**src/rtl/rx_alarm_irq_pkg.sv**
```systemverilog
package rx_alarm_irq_pkg;
    typedef enum logic [0:0] {
        BUS_IDLE = 1'b0,
        BUS_RESP = 1'b1
    } bus_state_t;
endpackage

```
**src/rtl/rxa_change_det.sv**
```systemverilog
module rxa_change_det #(
    parameter int N = 6
) (
    input  logic         clk,
    input  logic         rst_n,
    input  logic [N-1:0] level_i,
    output logic [N-1:0] chg_o,
    output logic [N-1:0] level_q_o
);
    logic         primed_q;
    logic [N-1:0] level_q;

    always_ff @(posedge clk) begin
        if (!rst_n) begin
            primed_q <= 1'b0;
            level_q  <= '0;
        end else begin
            primed_q <= 1'b1;
            level_q  <= level_i;
        end
    end

    assign chg_o     = primed_q ? (level_i ^ level_q) : '0;
    assign level_q_o = level_q;
endmodule

```
**src/rtl/rxa_sticky.sv**
```systemverilog
module rxa_sticky #(
    parameter int N = 6
) (
    input  logic         clk,
    input  logic         rst_n,
    input  logic [N-1:0] set_i,
    input  logic         clr_i,
    output logic [N-1:0] sticky_o
);
    logic [N-1:0] sticky_q;

    for (genvar g = 0; g < N; g++) begin : g_bit
        always_ff @(posedge clk) begin
            if (!rst_n) sticky_q[g] <= 1'b0;
            else        sticky_q[g] <= set_i[g] | (sticky_q[g] & ~clr_i);
        end


        sticky_set_chk: assert property (@(posedge clk) disable iff (!rst_n)
            set_i[g] |=> sticky_q[g]);
    end


    sticky_clr_chk: assert property (@(posedge clk) disable iff (!rst_n)
        (clr_i && set_i == '0) |=> sticky_q == '0);

    assign sticky_o = sticky_q;
endmodule

```
**src/rtl/rxa_regbank.sv**
```systemverilog
module rxa_regbank
    import rx_alarm_irq_pkg::*;
#(
    parameter int ADDR_W  = 8,
    parameter int DATA_W  = 8,
    parameter int N_LVL   = 6,
    parameter int N_EVT   = 5,
    parameter int BLK_BIT = 7,
    parameter logic [ADDR_W-1:0] A_BLK = 8'h04,
    parameter logic [ADDR_W-1:0] A_LEN = 8'h10,
    parameter logic [ADDR_W-1:0] A_LST = 8'h11,
    parameter logic [ADDR_W-1:0] A_EEN = 8'h12,
    parameter logic [ADDR_W-1:0] A_EST = 8'h13,
    parameter logic [ADDR_W-1:0] A_LIV = 8'h14
) (
    input  logic              clk,
    input  logic              rst_n,
    input  logic [ADDR_W-1:0] addr_i,
    input  logic              wr_i,
    input  logic [DATA_W-1:0] wdata_i,
    input  logic              rd_i,
    output logic [DATA_W-1:0] rdata_o,
    output logic              rvalid_o,
    input  logic [N_LVL-1:0]  lvl_st_i,
    input  logic [N_EVT-1:0]  evt_st_i,
    input  logic [N_LVL-1:0]  lvl_now_i,
    output logic [N_LVL-1:0]  lvl_en_o,
    output logic [N_EVT-1:0]  evt_en_o,
    output logic              blk_en_o,
    output logic              lvl_clr_o,
    output logic              evt_clr_o
);
    localparam int LPAD = DATA_W - N_LVL;
    localparam int EPAD = DATA_W - N_EVT;

    bus_state_t        state_q, state_d;
    logic [DATA_W-1:0] rdata_q, rmux;
    logic [N_LVL-1:0]  lvl_en_q;
    logic [N_EVT-1:0]  evt_en_q;
    logic              blk_en_q;
    logic              unused_wdata;

    assign unused_wdata = ^wdata_i;

    always_ff @(posedge clk) begin
        if (!rst_n) state_q <= BUS_IDLE;
        else        state_q <= state_d;
    end

    always_comb begin
        state_d = state_q;
        unique case (state_q)
            BUS_IDLE: if (rd_i) state_d = BUS_RESP;
            BUS_RESP: if (!rd_i) state_d = BUS_IDLE;
            default:  state_d = BUS_IDLE;
        endcase
    end

    always_comb begin
        rmux = '0;
        if (addr_i == A_BLK) rmux[BLK_BIT] = blk_en_q;
        else if (addr_i == A_LEN) rmux = {{LPAD{1'b0}}, lvl_en_q};
        else if (addr_i == A_LST) rmux = {{LPAD{1'b0}}, lvl_st_i};
        else if (addr_i == A_EEN) rmux = {{EPAD{1'b0}}, evt_en_q};
        else if (addr_i == A_EST) rmux = {{EPAD{1'b0}}, evt_st_i};
        else if (addr_i == A_LIV) rmux = {{LPAD{1'b0}}, lvl_now_i};
    end

    always_ff @(posedge clk) begin
        if (!rst_n) begin
            rdata_q  <= '0;
            lvl_en_q <= '0;
            evt_en_q <= '0;
            blk_en_q <= 1'b0;
        end else begin
            if (rd_i) rdata_q <= rmux;
            if (wr_i) begin
                if (addr_i == A_BLK) blk_en_q <= wdata_i[BLK_BIT];
                if (addr_i == A_LEN) lvl_en_q <= wdata_i[N_LVL-1:0];
                if (addr_i == A_EEN) evt_en_q <= wdata_i[N_EVT-1:0];
            end
        end
    end

    assign rvalid_o  = (state_q == BUS_RESP);
    assign rdata_o   = rdata_q;
    assign lvl_en_o  = lvl_en_q;
    assign evt_en_o  = evt_en_q;
    assign blk_en_o  = blk_en_q;
    assign lvl_clr_o = rd_i && (addr_i == A_LST);
    assign evt_clr_o = rd_i && (addr_i == A_EST);


    rvalid_chk: assert property (@(posedge clk) disable iff (!rst_n)
        rd_i |=> rvalid_o);

    rvalid_drop_chk: assert property (@(posedge clk) disable iff (!rst_n)
        !rd_i |=> !rvalid_o);
endmodule

```
**src/rtl/rx_alarm_irq.sv**
```systemverilog
module rx_alarm_irq #(
    parameter int ADDR_W  = 8,
    parameter int DATA_W  = 8,
    parameter int N_LVL   = 6,
    parameter int N_EVT   = 5,
    parameter int BLK_BIT = 7
) (
    input  logic              clk,
    input  logic              rst_n,
    input  logic [N_LVL-1:0]  lvl_in,
    input  logic [N_EVT-1:0]  evt_in,
    input  logic [ADDR_W-1:0] bus_addr,
    input  logic              bus_wr,
    input  logic [DATA_W-1:0] bus_wdata,
    input  logic              bus_rd,
    output logic [DATA_W-1:0] rd_data,
    output logic              rd_valid,
    output logic              irq
);
    logic [N_LVL-1:0] lvl_chg, lvl_now, lvl_st, lvl_en;
    logic [N_EVT-1:0] evt_st, evt_en;
    logic             blk_en, lvl_clr, evt_clr;

    rxa_change_det #(.N(N_LVL)) u_chg (
        .clk(clk), .rst_n(rst_n), .level_i(lvl_in),
        .chg_o(lvl_chg), .level_q_o(lvl_now)
    );

    rxa_sticky #(.N(N_LVL)) u_lvl_st (
        .clk(clk), .rst_n(rst_n), .set_i(lvl_chg),
        .clr_i(lvl_clr), .sticky_o(lvl_st)
    );

    rxa_sticky #(.N(N_EVT)) u_evt_st (
        .clk(clk), .rst_n(rst_n), .set_i(evt_in),
        .clr_i(evt_clr), .sticky_o(evt_st)
    );

    rxa_regbank #(
        .ADDR_W(ADDR_W), .DATA_W(DATA_W), .N_LVL(N_LVL),
        .N_EVT(N_EVT), .BLK_BIT(BLK_BIT)
    ) u_regs (
        .clk(clk), .rst_n(rst_n), .addr_i(bus_addr), .wr_i(bus_wr),
        .wdata_i(bus_wdata), .rd_i(bus_rd), .rdata_o(rd_data),
        .rvalid_o(rd_valid), .lvl_st_i(lvl_st), .evt_st_i(evt_st),
        .lvl_now_i(lvl_now), .lvl_en_o(lvl_en), .evt_en_o(evt_en),
        .blk_en_o(blk_en), .lvl_clr_o(lvl_clr), .evt_clr_o(evt_clr)
    );

    assign irq = blk_en & ((|(lvl_st & lvl_en)) | (|(evt_st & evt_en)));


    irq_fall_chk: assert property (@(posedge clk) disable iff (!rst_n)
        $fell(irq) |-> ($past(bus_rd) || $past(bus_wr)));

    irq_rise_chk: assert property (@(posedge clk) disable iff (!rst_n)
        $rose(irq) |-> ($past(lvl_chg) != '0 || $past(evt_in) != '0 || $past(bus_wr)));
endmodule

```
**config.mk**
```make
export PLATFORM = sky130hd
export DESIGN_NAME = rx_alarm_irq
export DESIGN_NICKNAME = d
export VERILOG_FILES = /design/src/rtl/rx_alarm_irq_pkg.sv /design/src/rtl/rxa_change_det.sv /design/src/rtl/rxa_sticky.sv /design/src/rtl/rxa_regbank.sv /design/src/rtl/rx_alarm_irq.sv
export SDC_FILE = /design/constraint.sdc
export NUM_CORES = 1
export LEC_CHECK = 0
export ABC_CLOCK_PERIOD_IN_PS = 1700
export BUFFER_PORTS_ARGS = -buffer_cell sky130_fd_sc_hd__buf_2
export CORE_UTILIZATION = 30
export DETAILED_ROUTE_END_ITERATION = 7
export PLACE_DENSITY = 0.48
export SYNTH_ARGS = -nofsm -noshare
export SYNTH_HDL_FRONTEND = slang
export SYNTH_SLANG_ARGS = --single-unit
```
**constraint.sdc**
```tcl
create_clock -name clk -period 1.7 [get_ports clk]
set_input_delay 0.34 -clock clk [delete_from_list [all_inputs] [get_ports clk]]
set_output_delay 0.34 -clock clk [all_outputs]
set_load 0.01 [all_outputs]
```
; Word level (Yosys, flattened, before mapping)
; Index checks and enable logic that the tools add are counted.
[classes]
bitwise_logic = 29
eq_ne = 6
muxes = 10
n_reduce_logical = 7
[ops]
columns = operator, n
row1 = "8-bit by 5-bit equality test with 1-bit output, second input constant", 5
row2 = 8-bit two-way mux, 3
row3 = 6-bit two-way mux, 3
row4 = 1-bit AND, 12
row5 = 1-bit OR, 12
row6 = "8-bit by 3-bit equality test with 1-bit output, second input constant", 1
row7 = 7-bit two-way mux, 1
row8 = 6-bit AND, 1
row9 = 2-bit AND reduction, 3
row10 = 6-bit OR reduction, 1
row11 = 6-bit bitwise XOR, 1
row12 = 5-bit AND, 1
row13 = 5-bit OR reduction, 1
row14 = 1-bit two-way mux, 3
row15 = 1-bit logical AND, 2
row16 = 1-bit NOT, 2
[totals]
elab_cells = 70
register_bits = 39
in_bits = 31
out_inout_bits = 10

; Depth between registers and ports, before layout
; Gate-level depths: netlist (run 1).
[depth]
depth_word = 7
depth_mapped = 6
ltp_nobuf = 4

; By module
; Synthesis (run 1) repeated with hierarchy kept, for this count alone.
[hier_totals]
hier_cells = 189
hier_area_um2 = 1860.5
[by_module_without_submodules]
columns = module, instances, seq_area_each_um2, cells_each, area_each_um2
row1 = rxa_regbank, 1, 400.4, 124, 1151.1
row2 = rxa_change_det, 1, 140.1, 25, 275.3
row3 = rxa_sticky at u_lvl_st, 1, 120.1, 18, 202.7
row4 = rxa_sticky at u_evt_st, 1, 100.1, 15, 168.9
row5 = rx_alarm_irq, 1, 0.0, 7, 62.6

; Least setup slack after synthesis (run 1)
; OpenSTA, ideal clock, no wires.
[synth_timing]
kind = input to register
from = in bus_addr[3]
to = reg u_regs.blk_en_q, in the netlist u_regs.blk_en_o
path_buffers = 0
slack_ps = 90
t_arrival_ps = 1494
setup_time_ps = 116
cell_stages = 4
required_ps = 1584
path_cell_list = or4_4 > nor4_4 > a211oi_1 > a41o_1
[synth_between]
elab_chain_cells = 2
[synth_lines]
columns = item, line
row1 = start: declaration, rx_alarm_irq.sv:12  ; input logic [ADDR_W-1:0] bus_addr,
row2 = 8-bit by 3-bit equality test with 1-bit output, rxa_regbank.sv:78  ; if (addr_i == A_BLK) blk_en_q <= wdata_i[BLK_BIT];
row3 = 2-bit AND reduction (no source line), n/a
row4 = end signal: assignment, rxa_regbank.sv:78
row5 = end: declaration, rxa_regbank.sv:40  ; logic blk_en_q;
; Every way passes these cells.
; A chain may end at the register's enable or synchronous reset.

; Worst setup path after layout (run 1)
[layout_timing]
from = reg u_regs.lvl_en_q[1], in the netlist u_regs.lvl_en_o[1]
to = out irq
[layout_between]
elab_chain_cells = 4
[layout_lines]
columns = item, line
row1 = start: declaration, rxa_regbank.sv:38  ; logic [N_LVL-1:0] lvl_en_q;
row2 = start signal: assignment, rxa_regbank.sv:79  ; if (addr_i == A_LEN) lvl_en_q <= wdata_i[N_LVL-1:0];
row3 = 6-bit AND, rx_alarm_irq.sv:50  ; assign irq = blk_en & ((|(lvl_st & lvl_en)) | (|(evt_st & evt_en)));
row4 = 6-bit OR reduction, rx_alarm_irq.sv:50
row5 = 1-bit OR, rx_alarm_irq.sv:50
row6 = 1-bit AND, rx_alarm_irq.sv:50
row7 = end: declaration, rx_alarm_irq.sv:18  ; output logic irq
; Every way passes these cells.

==> impl_metrics.toml, run 1 <==
[worst_hold_path]
min_path_type = "primary input to flop"
whs_path_depth = 3

[grt]
antenna_found_initial = 0
grt_pass1_wl_um = 7990
grt_pass1_vias = 1591
grt-ovfl-total = 0
track_usage_pct = 16.7
grt_max_degree = 19

[cells_and_area]
fin_util_pct = 39.3
area_growth_syn_to_layout_pct = 26.9
layoutNonFillerInstCount = 334
n_antenna_cell = 0
drive_above_1_share_pct = 30.1
fin_area_um2 = 2330
nets = 290
fill_cells = 627

[critical_path]
reg2reg_depth = 4
max_stage_delay_ps = 340
cp.arrival_ps = 1340
required_ps = 1360
critPathKind = "flop to output port"
cp-start-kind = "flop"
reg2reg_setup_slack_ps = 540
end_kind = "output port"
cp_max_fo = 3
path_buf_inv = 1
cp_cell_sequence = "a22o_1 > a221oi_2 > a31oi_1 > buf_2"
crit_slowest_cell = "dfxtp_2"
critPathTopFamily = "compound AO/OA/AOI/OAI gates"
cp.depth = 4

[drt]
ant_nets = 0
drc_errors = 0
drt-total-wl_um = 4940
dr.pass1.iters = 4
via_per_inst = 5.05
drt_iter0_drc = 123
vias = 1687
wire_per_inst_um = 14.8

[clock_network]
cts.path.max_buffers = 2
hold_buffers = 0
cts-root-buf = "clkbuf_8"
insertion_delay_ps = 290
clkTransAtPathRegs_ps = 70
tritoncts = "built"
cts_max_level = 2
post_cts_buffers = 0
cts_buffers = 5
cts_sinks = 38

[yosys]
syn_area_um2 = 1830
ys_ff_latch = 38
syn-mean-instance-area_um2 = 8.77
syn_inst = 209
ys.flop_type = "dfxtp_1"
synthArstFlopShare_pct = 0
synth-seq-area-share_pct = 41.5
syn_nets = 240
ys_warn_count = 0
synth_edf_count = 0
synth.distinct_cells = 42

[timing]
finClkSkew_ps = 4.79
fmax_mhz = 596
min_period_ps = 1680
timing.hold.ws_ps = 259
drv_slew = 0
rsz0062_at_grt = "yes"
period_share_pct = 98.7
setup_viol = 0
finalHoldViolCount = 0

[power_and_ir_drop]
leakage_uw = 0.000942
p_total_uw = 1960
ir_drop_uv = 348
p_per_area_nw_per_um2 = 843

[place]
gp_congestion = 0.861
io_buffers = 38
dp.cells = 327
dp_hpwl_um = 3850
place_area_um2 = 2200

[run_status]
status = "complete, no violations"

[floorplanning]
fp.dieArea_um2 = 6430
initial_utilization_pct = 31.0
pin_count = 41
die_w_um = 80.2
coreArea_um2 = 5920
die_h_um = 80.2
rows = 28

[run]
cap_violations = 0
[cells in the final DEF, fill, tap and decap left out, types with 2 or more instances in the layout]
| master | count |
|---|---|
| a31oi_1 | 2 |
| o22ai_1 | 7 |
| a221oi_2 | 2 |
| a21boi_0 | 4 |
| xnor2_1 | 6 |
| and3_1 | 2 |
| nor2b_1 | 5 |
| and2_1 | 7 |
| nor2_1 | 11 |
| a21oi_1 | 6 |
| o21a_1 | 5 |
| nor4_4 | 2 |
| buf_2 | 38 |
| clkbuf_8 | 6 |
| o211ai_1 | 4 |
| nor3b_1 | 5 |
| a22oi_1 | 4 |
| nand3_1 | 13 |
| a32o_1 | 4 |
| dfxtp_2 | 3 |
| o21ai_0 | 11 |
| a41o_1 | 2 |
| nand3b_1 | 3 |
| buf_4 | 18 |
| nand2b_1 | 11 |
| nand2_1 | 21 |
| a31o_2 | 5 |
| dfxtp_1 | 35 |
| a22o_1 | 2 |
[cell families (layout without fill, tap and decap cells)]
logic type,after synthesis,count (layout),share of synthesized area [%]
multiplexers,1,1,0.546
flip-flops,38,38,41.5
AND/OR/NAND/NOR,86,86,27.4
buffers and inverters,15,65,3.41
XOR/XNOR,6,6,2.87
other,1,1,0.205
AO/OA/AOI/OAI,62,62,24.1
[tightest hold or removal path: stages]
cell     delay, ps
buf_2           80
a21oi_1         30
nor2_1          60
[synth_stat cells (2+ instances only)]
| library cell | count | share of area (%) |
|---|---|---|
| a31oi_1 | 2 | 0.68 |
| nor2b_1 | 5 | 1.7 |
| nor4_4 | 2 | 2.3 |
| nand3b_1 | 3 | 1.2 |
| clkbuf_1 | 10 | 2.0 |
| and3_1 | 2 | 0.68 |
| dfxtp_1 | 38 | 42 |
| a21boi_0 | 4 | 1.6 |
| a41o_1 | 2 | 1.1 |
| nor2_1 | 11 | 2.3 |
| nand3_1 | 13 | 3.5 |
| a221oi_1 | 2 | 0.96 |
| a21oi_1 | 6 | 1.6 |
| o211ai_1 | 4 | 1.6 |
| xnor2_1 | 6 | 2.9 |
| o21ai_0 | 11 | 3.0 |
| and2_1 | 7 | 2.4 |
| buf_2 | 2 | 0.55 |
| o21a_1 | 5 | 2.0 |
| a32o_1 | 4 | 2.2 |
| a22oi_1 | 4 | 1.6 |
| o22ai_1 | 7 | 2.4 |
| a22o_1 | 2 | 0.96 |
| nor3b_1 | 5 | 2.0 |
| a31o_2 | 5 | 2.4 |
| nand2_1 | 21 | 4.3 |
| nand2b_1 | 11 | 3.8 |
[state kept, by name, summed over array words and instances (netlist names)]
name               count
u_regs.lvl_en_o        6
u_regs.rvalid_o        1
u_lvl_st.sticky_o      6
u_regs.blk_en_o        1
u_chg.primed_q         1
u_evt_st.sticky_o      5
u_chg.level_q_o        6
u_regs.evt_en_o        5
u_regs.rdata_o         7
[routing by layer]
| layer | GRT usage (%) | routed length [um] | up-vias |
|---|---|---|---|
| met5 | 0 | 0 | - |
| met4 | 5.71 | 74 | 0 |
| met3 | 3.52 | 235 | 6 |
| met2 | 25.6 | 2230 | 40 |
| met1 | 22.9 | 2400 | 772 |
| li1 | - | - | 869 |
[stage by stage]
stage	TNS (ps)	setup WS, ps
final	0	22.5
after global routing	-27.6	-27.6
after CTS	0	1.26
after detailed placement	-32.2	-24.2
after global placement	-2.36	-2.36
after floorplan	0	89.7
[where the power goes]
group	total [uW]	switching (uW)	internal, uW
Combinational	221	115	106
Clock	782	313	470
Sequential	957	31.8	925
[final cells by class]
| type | count | area [um2] | share of cell area, % |
|---|---|---|---|
| timing repair buffer | 56 | 325 | 14.0 |
| inverter | 2 | 7.51 | 0.323 |
| clock buffer | 6 | 82.6 | 3.55 |
| tap | 75 | 93.8 | 4.03 |
| sequential | 38 | 764 | 32.9 |
| multi-input combinational | 156 | 1020 | 43.9 |
| clock inverter | 1 | 30.0 | 1.29 |
[final timing paths]
check	from	to
worst max-delay path	u_regs.lvl_en_o[1]	irq
worst min-delay path	evt_in[3]	u_evt_st.sticky_o[3]
worst min register to register	u_regs.rdata_o[7]	u_regs.rdata_o[7]
worst max register to register	u_chg.level_q_o[5]	u_regs.rdata_o[5]
[what timing repair did]
item / in CTS / in global routing
resized for setup: 3 / 2
pin swaps: 1 / 2
setup endpoints to repair: 1 / 1
Power figures use the tool's default switching activity.
==> run 2: changes to the inputs <==
- CORE_UTILIZATION: 30 -> 53
- PLACE_DENSITY: 0.48 -> 0.77
- SLEW_MARGIN: unset -> 40
==> impl_metrics.toml, run 2 (synthesis gave the netlist of run 1 again) <==
[cells_and_area]
nets = 288
final_cell_mix = "38 x buf_2, 32 x dfxtp_1, 21 x nand2_1"
fin_area_um2 = 2240
final_common_cell = "buf_2"
multiInputGateArea_um2 = 1020
n_antenna_cell = 0
regArea_um2 = 768
largest_reg_flops = 7
drive_above_1_share_pct = 31.0
area_growth_syn_to_layout_pct = 22.2
fill_cells = 283

[place]
dp_hpwl_um = 3390
gp_congestion = 0.952
io_buffers = 38
place_area_um2 = 2130

[clock_network]
tritoncts = "built"
cts_sinks = 38
cts-root-buf = "clkbuf_4"
cts_max_level = 2
clkTransAtPathRegs_ps = 110
cts.path.max_buffers = 2
insertion_delay_ps = 340
cts_buffers = 5

[grt]
grt_busiest_layer = "met2"
grtUsageMet3_pct = 6.82
grt_max_degree = 20
met2_usage_pct = 40.5
met1_usage_pct = 36.8
track_usage_pct = 26.5
grt-ovfl-total = 0
grt_pass1_vias = 1484
grt_pass1_wl_um = 7070
antenna_found_initial = 0

[floorplanning]
die_h_um = 60.8
initial_utilization_pct = 57.7
fp.dieArea_um2 = 3700
die_w_um = 60.8
pin_count = 41
coreArea_um2 = 3180
rows = 20

[critical_path]
reg2reg_depth = 4
reg2reg_setup_slack_ps = 560
required_ps = 1360
regToRegEndpoint = "u_regs.rdata_o[5]"
cp-startpoint = "u_lvl_st.sticky_o[1]"
cp-start-kind = "flop"
cp.arrival_ps = 1370
crit_slowest_cell = "dfxtp_2"
end_kind = "output port"
critPathTopFamily = "compound AO/OA/AOI/OAI gates"
cp_max_fo = 2
cp_cell_sequence = "a22o_1 > a221oi_2 > a31oi_1 > buf_2"
critPathKind = "flop to output port"
max_stage_delay_ps = 350
path_buf_inv = 1
r2r_start = "u_chg.level_q_o[5]"

[timing]
finalHoldViolCount = 0
fin_ws_ps = -14.7
setup_viol = 1
finClkSkew_ps = 4.65
timing.hold.ws_ps = 200
rsz0062_at_grt = "yes"
fmax_mhz = 583
tns_ps = -14.7
drv_slew = 0
period_share_pct = 101
min_period_ps = 1710

[power_and_ir_drop]
leakage_uw = 0.000916
p_per_area_nw_per_um2 = 752
ir_drop_uv = 546

[drt]
wire_per_inst_um = 14.8
ant_nets = 0
drt-total-wl_um = 4470
dr.pass1.iters = 4
via_per_inst = 5.71
drc_errors = 0
drt_iter0_drc = 204
vias = 1725

[worst_hold_path]
min_from = "evt_in[2]"
whs_endpoint = "u_evt_st.sticky_o[2]"
whs_path_depth = 3
min_path_type = "primary input to flop"

[run_status]
status = "finished with violations"
violations = "setup timing"

[run]
cap_violations = 0
[run 2: cell count changes in the layout (fill, tap and decap cells not counted)]
cell	delta
clkbuf_4	+5
clkbuf_8	-5
buf_4	-3
dfxtp_1	-3
dfxtp_2	+3
buf_12	+1
bufinv_16	-1
clkinv_2	+1
clkinvlp_4	+1
[run 2: how the worst max path moves through the flow]
stage	end	cells after the start	slack, ps
6_report	irq	4	-10
2_1_floorplan	u_regs.blk_en_o	4	90
3_5_place_dp	u_regs.rdata_o[7]	6	-40
5_1_grt	irq	4	-90
4_1_cts	irq	4	-30
3_3_place_gp	u_regs.rdata_o[7]	6	2
[run 2: repair_timing]
item / in CTS / in global routing
endpoints found under the hold margin: 0 / 0
resized for setup: 5 / 3
setup endpoints to repair: 1 / 1
hold buffers: 0 / 0
pin swaps: 1 / 1
buffers inserted: 2 / 1
[run 2: layout make-up]
class / count / share of cell area (%)
Inverter: 2 / 0.335
Sequential cell: 38 / 34.3
Tap cell: 44 / 2.46
Multi-Input combinational cell: 156 / 45.6
Clock inverter: 2 / 0.559
Timing Repair Buffer: 54 / 14.4
Clock buffer: 6 / 2.29
[run 2: worst register-to-register path: cells and delay by family (launching register included)]
kind	cells	cell delay, ps
flip-flops	1	370
AO/OA/AOI/OAI	3	640
AND/OR/NAND/NOR	1	60
[run 2: metal layers]
metal / wire, um / up-vias / part of all wire, %
li1: - / 861 / -
met1: 2110 / 804 / 47
met2: 2060 / 53 / 46
met3: 257 / 7 / 5.7
met4: 48 / 0 / 1.1
met5: 0 / - / 0
[run 2: metrics by stage]
stage / utilization [%] / worst slack (ps) / total power [uW] / std cells
3_3_place_gp: 67.1 / 1.97 / 1180 / 291
4_1_cts: 70.1 / -29.5 / 1680 / 301
2_1_floorplan: - / 89.7 / 1090 / 209
3_5_place_dp: 67.1 / -41.4 / 1190 / 291
5_1_grt: 70.5 / -93.9 / 1750 / 302
6_report: 70.5 / -14.7 / 1680 / 302
[run 2: power breakdown]
| part | leakage [uW] | switching, uW | total (uW) | internal, uW |
|---|---|---|---|---|
| Sequential | 0.000314 | 29.9 | 955 | 925 |
| Combinational | 0.000567 | 117 | 224 | 107 |
| Clock | 0.0000343 | 307 | 506 | 199 |
| Total | 0.000916 | 453 | 1680 | 1230 |
